--- config.mk ---
export PLATFORM = sky130hd
export DESIGN_NAME = blink_attr_ctrl
export DESIGN_NICKNAME = d
export VERILOG_FILES = /design/src/rtl/blink_attr_pkg.sv /design/src/rtl/blink_attr_store.sv /design/src/rtl/blink_div.sv /design/src/rtl/blink_gate.sv /design/src/rtl/blink_attr_ctrl.sv
export SDC_FILE = /design/constraint.sdc
export NUM_CORES = 1
export LEC_CHECK = 0
export BUFFER_PORTS_ARGS = -buffer_cell sky130_fd_sc_hd__buf_4
export CORE_ASPECT_RATIO = 1.25
export CORE_MARGIN = 4
export CORE_UTILIZATION = 30
export CTS_CLUSTER_SIZE = 28
export DETAILED_ROUTE_END_ITERATION = 6
export PLACE_DENSITY = 0.55
export SYNTH_ARGS = -nofsm -noshare
export SYNTH_HDL_FRONTEND = slang
export SYNTH_SLANG_ARGS = --single-unit
--- constraint.sdc ---
create_clock -name clk -period 1.5 [get_ports clk]
set_input_delay 0.45 -clock clk [delete_from_list [all_inputs] [get_ports clk]]
set_output_delay 0.45 -clock clk [all_outputs]
set_load 0.1 [all_outputs]
--- src/rtl/blink_attr_pkg.sv ---
package blink_attr_pkg;
    parameter int unsigned NUM_POS     = 8;
    parameter int unsigned HALF_PERIOD = 14336;
    localparam int unsigned POS_W      = $clog2(NUM_POS);
    localparam int unsigned CNT_W      = $clog2(HALF_PERIOD);

    typedef struct packed {
        logic [CNT_W-1:0] cnt;
        logic             phase;
    } div_state_t;

    typedef struct packed {
        logic [NUM_POS-1:0] bits;
    } attr_state_t;
endpackage

--- src/rtl/blink_attr_store.sv ---
module blink_attr_store
    import blink_attr_pkg::*;
#(
    parameter int unsigned N_POS = NUM_POS,
    parameter int unsigned IDX_W = $clog2(N_POS)
) (
    input  logic             clk,
    input  logic             rst_n,
    input  logic             wr_en,
    input  logic [IDX_W-1:0] wr_idx,
    input  logic             wr_bit,
    output logic [N_POS-1:0] attr_q
);
    logic [N_POS-1:0] attr_d;
    logic [N_POS-1:0] bits_q;

    always_comb begin
        attr_d = bits_q;
        if (wr_en) begin
            attr_d[wr_idx] = wr_bit;
        end
    end

    always_ff @(posedge clk or negedge rst_n) begin
        if (!rst_n) bits_q <= '0;
        else        bits_q <= attr_d;
    end

    assign attr_q = bits_q;

    // the addressed bit takes the written value
    p_write_lands_r2: assert property (@(posedge clk) disable iff (!rst_n)
        wr_en |=> bits_q[$past(wr_idx)] == $past(wr_bit));

    // without a write, the storage holds its value
    p_no_write_hold_r4: assert property (@(posedge clk) disable iff (!rst_n)
        !wr_en |=> $stable(bits_q));
endmodule

--- src/rtl/blink_div.sv ---
module blink_div
    import blink_attr_pkg::*;
#(
    parameter int unsigned HALF  = HALF_PERIOD,
    parameter int unsigned CW    = $clog2(HALF)
) (
    input  logic clk,
    input  logic rst_n,
    output logic phase_q
);
    localparam logic [CW-1:0] LAST = CW'(HALF - 1);

    typedef struct packed {
        logic [CW-1:0] cnt;
        logic          phase;
    } st_t;

    st_t st_d, st_q;

    always_comb begin
        st_d = st_q;
        if (st_q.cnt == LAST) begin
            st_d.cnt   = '0;
            st_d.phase = ~st_q.phase;
        end else begin
            st_d.cnt   = st_q.cnt + 1'b1;
        end
    end

    always_ff @(posedge clk or negedge rst_n) begin
        if (!rst_n) st_q <= '0;
        else        st_q <= st_d;
    end

    assign phase_q = st_q.phase;

    // the counter wraps to zero after its last value
    p_cnt_wrap_r6: assert property (@(posedge clk) disable iff (!rst_n)
        (st_q.cnt == LAST) |=> (st_q.cnt == '0));

    // the phase flips exactly at the wrap
    p_phase_flip_r7: assert property (@(posedge clk) disable iff (!rst_n)
        (st_q.cnt == LAST) |=> (st_q.phase != $past(st_q.phase)));

    // the phase holds between wraps
    p_phase_hold_r7: assert property (@(posedge clk) disable iff (!rst_n)
        (st_q.cnt != LAST) |=> $stable(st_q.phase));

    // the counter never runs past its last value
    p_cnt_range_r6: assert property (@(posedge clk) disable iff (!rst_n)
        st_q.cnt <= LAST);
endmodule

--- src/rtl/blink_gate.sv ---
module blink_gate
    import blink_attr_pkg::*;
#(
    parameter int unsigned N_POS = NUM_POS
) (
    input  logic             en,
    input  logic             phase,
    input  logic [N_POS-1:0] attr,
    output logic [N_POS-1:0] blank
);
    for (genvar g = 0; g < N_POS; g++) begin : g_pos
        assign blank[g] = en & phase & attr[g];
    end
endmodule

--- src/rtl/blink_attr_ctrl.sv ---
module blink_attr_ctrl
    import blink_attr_pkg::*;
#(
    parameter int unsigned N_POS  = NUM_POS,
    parameter int unsigned HALF   = HALF_PERIOD,
    parameter int unsigned ADDR_W = 5,
    parameter int unsigned DATA_W = 8
) (
    input  logic              clk,
    input  logic              rst_n,
    input  logic              attr_sel,
    input  logic              wr_stb,
    input  logic [ADDR_W-1:0] wr_addr,
    input  logic [DATA_W-1:0] wr_data,
    input  logic              glob_en,
    output logic [N_POS-1:0]  attr_rd,
    output logic [N_POS-1:0]  blank,
    output logic              blank_phase
);
    localparam int unsigned IDX_W = $clog2(N_POS);

    logic             wr_go;
    logic [IDX_W-1:0] wr_idx;
    logic             phase;

    assign wr_go  = wr_stb & attr_sel;
    assign wr_idx = wr_addr[IDX_W-1:0];

    blink_attr_store #(.N_POS(N_POS), .IDX_W(IDX_W)) u_store (
        .clk    (clk),
        .rst_n  (rst_n),
        .wr_en  (wr_go),
        .wr_idx (wr_idx),
        .wr_bit (wr_data[0]),
        .attr_q (attr_rd)
    );

    blink_div #(.HALF(HALF), .CW($clog2(HALF))) u_div (
        .clk     (clk),
        .rst_n   (rst_n),
        .phase_q (phase)
    );

    blink_gate #(.N_POS(N_POS)) u_gate (
        .en    (glob_en),
        .phase (phase),
        .attr  (attr_rd),
        .blank (blank)
    );

    assign blank_phase = phase;

    // a position blanks only when its stored attribute is set
    p_blank_needs_attr_r5: assert property (@(posedge clk) disable iff (!rst_n)
        (blank & ~attr_rd) == '0);

    // a low global enable leaves every blank output clear
    p_gate_off_r8: assert property (@(posedge clk) disable iff (!rst_n)
        !glob_en |-> (blank == '0));

    // no blanking during the visible phase
    p_visible_clear_r7: assert property (@(posedge clk) disable iff (!rst_n)
        !blank_phase |-> (blank == '0));
endmodule

Word-level counts from Yosys, hierarchy flattened
Index checks and enable logic that the tools add are counted.
{"block": "op_classes", "n_reduce_logical": 1, "add_sub_neg": 1, "eq_ne": 1, "n_lt_le_gt_ge": 2, "n_mux": 4, "shift": 0, "n_mul": 0, "bitwise": 11, "n_div": 0}
{"cell": "14-bit by 1-bit adder with 14-bit output, second input constant", "n": 1}
{"cell": "14-bit equality test, second input constant", "n": 1}
{"cell": "14-bit 2-to-1 mux", "n": 1}
{"cell": "1-bit bitwise AND", "n": 10}
{"cell": "8-bit bitwise mux", "n": 1}
{"cell": "3-bit by 4-bit less-than comparator with 1-bit output, second input constant", "n": 1}
{"cell": "1-bit demux with 3-bit select", "n": 1}
{"cell": "3-bit by 1-bit >= comparator with 1-bit output, second input constant", "n": 1}
{"cell": "1-bit logical AND", "n": 1}
{"cell": "1-bit 2-to-1 mux", "n": 1}
{"cell": "1-bit NOT", "n": 1}
{"block": "totals", "n_memories": 0, "out_inout_bits": 17, "mem_bits_rw": 0, "input_bits": 18, "word_cells": 23, "rom_bits": 0, "reg_bits": 23, "latch_bits": 0}

Longest topological paths before layout
{"block": "logic_depth", "depth_word": 5, "mapped_depth": 6, "depth_no_buf": 5}

Hierarchy
Synthesis repeated with hierarchy kept, for this count alone.
{"block": "hier_totals", "hier_cells": 94, "hier_area_um2": 1128.6}
{"module": "blink_div", "seq_area_each_um2": 375.4, "n_inst": 1, "area_each_um2": 685.7, "cells_per_inst": 61}
{"module": "blink_attr_store", "seq_area_each_um2": 200.2, "n_inst": 1, "area_each_um2": 386.6, "cells_per_inst": 24}
{"module": "blink_gate", "seq_area_each_um2": 0.0, "n_inst": 1, "area_each_um2": 50.0, "cells_per_inst": 8}
{"module": "blink_attr_ctrl", "seq_area_each_um2": 0.0, "n_inst": 1, "area_each_um2": 6.3, "cells_per_inst": 1}

Worst setup path after synthesis
OpenSTA, ideal clock, no wires.
{"block": "synth_timing", "kind": "register to output", "start": "reg u_div.st_q (netlist bit u_div.phase_q)", "end": "out blank[0]", "required_ns": 1.050, "path_slack_ns": -0.866, "n_path_buf": 0, "path_stages_with_launch": 2, "arrival_ns": 1.916, "cell_sequence": "dfrtp_1 > and3_1"}
{"block": "synth_between", "elab_chain_cells": 2}
{"element": "from (decl)", "line_no": "blink_div.sv:18", "rtl": "st_t st_d, st_q;"}
{"element": "from (signal assigned)", "line_no": "blink_div.sv:32", "rtl": "else st_q <= st_d;"}
{"element": "1-bit bitwise AND (2 in a row)", "line_no": "blink_gate.sv:12", "rtl": "assign blank[g] = en & phase & attr[g];"}
{"element": "to (decl)", "line_no": "blink_attr_ctrl.sv:17", "rtl": "output logic [N_POS-1:0] blank,"}
No other way between the ends.

Final worst setup path
{"block": "layout_timing", "start": "reg u_div.st_q (netlist bit u_div.phase_q)", "end": "out blank[3]"}
Same word-level chain as after synthesis.

==> flow_summary.toml <==
[synth]
synth_top_flop_cell = "dfrtp_1"
yosys_warnings = 0
synth_largest_area_cell = "dfrtp_1"
yosysTopAreaCellShare = 0.507
ys_async_sr_fraction = 1.00
netlist_instances = 109
synth.avg_cell_area_um2 = 10.4
yosys-top-cells-area = "dfrtp_1, mux2_2, and3_1"
yosysSeqAreaShare = 0.507
syn-num-nets = 128
synth_edf_count = 0
synth-seq-cells = 23
synth_area_um2 = 1140
ys_types = 27

[timing]
fmax_ghz = 0.621
tightest_slew_ns = 0.353
drv_slew = 0
holdWs_ns = 0.0701
min_period_ns = 1.61
maxSlewHeadroom = 0.765
post-route-period-util = 1.07
fin_skew_ns = 0.00187
setup_viol = 10
setup_slack_ns = -0.111
grt_setup_unrepaired = "true"
hold_viol_final = 0

[pwr]
vdd_drop_max_mv = 0.437
netSwitchingFraction = 0.401
p_per_area_nw_per_um2 = 954
power.leakage_nw = 0.739
p_clk_frac = 0.225
seq_power_share = 0.442
power_frac_comb = 0.333
p_switching_w = 0.000671
p_int_w = 0.00100

[setup_path]
critical_path_class = "reg2out"
worst-path-buf-inv = 1
start_kind = "flip-flop"
end_kind = "output pin"
crit_slowest_cell = "dfrtp_4"
critical-path-top-delay-family = "flip-flops"
crit_fanout = 10
slowest_delay_ns = 0.54
worstPathArrival_ns = 1.16
cp.required_ns = 1.05
path_cells = "and3_4, buf_12"

[clocking]
hold_buffers = 0
h-tree-depth = 1
ctsRootBufferMaster = "clkbuf_8"
clk_pin_slew_ns = 0.08
tritoncts = "yes"
cts_buffers = 3
cts_sinks = 23
cts_buffer_depth = 2
clkLatencyLatePin_ns = 0.26

[cells_and_area]
multi_input_area_um2 = 657
area_delta_synth_final_pct = 54.7
layout.nets = 168
drive_gt1_frac = 0.541
fillers = 323
register_area_um2 = 609
layout_common_cells = "buf_4, dfrtp_1, nor2_1"
post-route-util = 0.492
final_common_cell = "buf_4"
fin_area_um2 = 1760
antenna_cells = 0

[floorplan]
die_area_um2 = 4840
die_w_um = 63.0
dieHeight_um = 76.8
core-area_um2 = 3570
rows = 24
pin_count = 35
start_util = 0.318

[placed_design]
place_area_um2 = 1500
io_buffers = 25
place_hpwl_um = 1860
gp_congestion = 0.781

[drt]
wl_um = 2610
vias = 939
post_drt_wl_per_cell_um = 14.0
drt_iter0_drc = 42
route.antenna.remaining_nets = 0
viasPerCell = 5.02
first_pass_iters = 4
drc_errors = 0

[flow_run]
maxCapViolations = 0

[global_routing]
grt_overflow = 0
antenna_found_initial = 0
grt_pass1_vias = 1002
grt_first_pass_wirelength_um = 4570
grt_start_max_net_pins = 24
track_usage = 0.117

[outcome]
status = "complete, but fails checks"
violations = "setup timing"

[min_path]
hold_path_class = "in2async"
state kept, by name, summed over array words and instances (netlist names):
name and cells:
u_store.attr_q 8, u_div.st_q 14, u_div.phase_q 1
power by group through the flow:
stage / Clock [W] / Sequential (W) / Combinational, W
after floorplan: 0 / 0.00113 / 0.0000520
after global placement: 0 / 0.000751 / 0.000558
after detailed placement: 0 / 0.000757 / 0.000562
after CTS: 0.000397 / 0.000743 / 0.000562
after global routing: 0.000422 / 0.000753 / 0.000577
final: 0.000377 / 0.000741 / 0.000558
metal layers:
layer / vias up / share of wire / GRT usage
met5: - / 0 / 0
met4: 0 / 0.012 / 0.0397
met3: 5 / 0.051 / 0.0263
met2: 27 / 0.53 / 0.215
met1: 451 / 0.40 / 0.129
li1: 456 / - / -
synthesized netlist by cell type (all sizes together) (2+ instances only):
master,n
a22o,2
and3,9
buf,2
dfrtp,23
inv,2
mux2,9
nand2,9
nand2b,2
nand3,7
nand4,2
nor2,15
nor2b,2
nor3,3
nor4,2
o21ai,5
xnor2,4
xor2,4
worst register-to-register path: stages, from the launching register on:
cell and delay, ns:
dfrtp_1 0.40, ha_4 0.17, nand4_4 0.10, or2_4 0.29, nor4_4 0.14, buf_6 0.17
buf_6 0.10, nor2b_1 0.03
final cells by class:
class / instances / share of cell area
Timing Repair Buffer: 37 / 0.221
Inverter: 2 / 0.00427
Clock buffer: 3 / 0.0235
Tap cell: 39 / 0.0278
Clock inverter: 1 / 0.00285
Multi-Input combinational cell: 82 / 0.374
Sequential cell: 23 / 0.347
path summary, 6_finish.rpt:
check | start | end | slack, ns | cells past startpoint
max reg2reg | u_div.st_q[1] | u_div.st_q[2] | 0 | 7
min | rst_n | u_store.attr_q[0] | 0.07 | 1
max | u_div.phase_q | blank[3] | -0.11 | 2
max in group asynchronous | rst_n | u_div.phase_q | 1.16 | 1
min in group clk | wr_data[0] | u_store.attr_q[7] | 0.49 | 2
min reg2reg | u_div.st_q[11] | u_div.st_q[11] | 0.51 | 1
kinds of logic after synthesis:
group / count (synthesis) / share of synthesized area
simple gates: 53 / 0.248
flops: 23 / 0.507
compound gates: 11 / 0.0628
mux: 9 / 0.0892
xor+xnor: 8 / 0.0617
buf+inv: 4 / 0.0209
fa+ha+maj: 1 / 0.0110
per-stage QoR:
step / instances / worst slack [ns] / TNS [ns] / power (W)
2_1_floorplan: 109 / -0.0362 / -0.289 / 0.00118
4_1_cts: 183 / -0.119 / -0.924 / 0.00170
3_3_place_gp: 178 / 0.0169 / 0 / 0.00131
3_5_place_dp: 178 / 0.0000124 / 0 / 0.00132
6_report: 187 / -0.111 / -0.838 / 0.00168
5_1_grt: 187 / -0.150 / -1.41 / 0.00175
repair_timing:
| item | 4_1_cts | 5_1_grt |
|---|---|---|
| endpoints found under the hold margin | 0 | 0 |
| gates resized for setup | 26 | 17 |
| pin swaps | 3 | 7 |
| setup endpoints to repair | 11 | 15 |
| setup buffers | 1 | 4 |
Power figures use the tool's default switching activity.
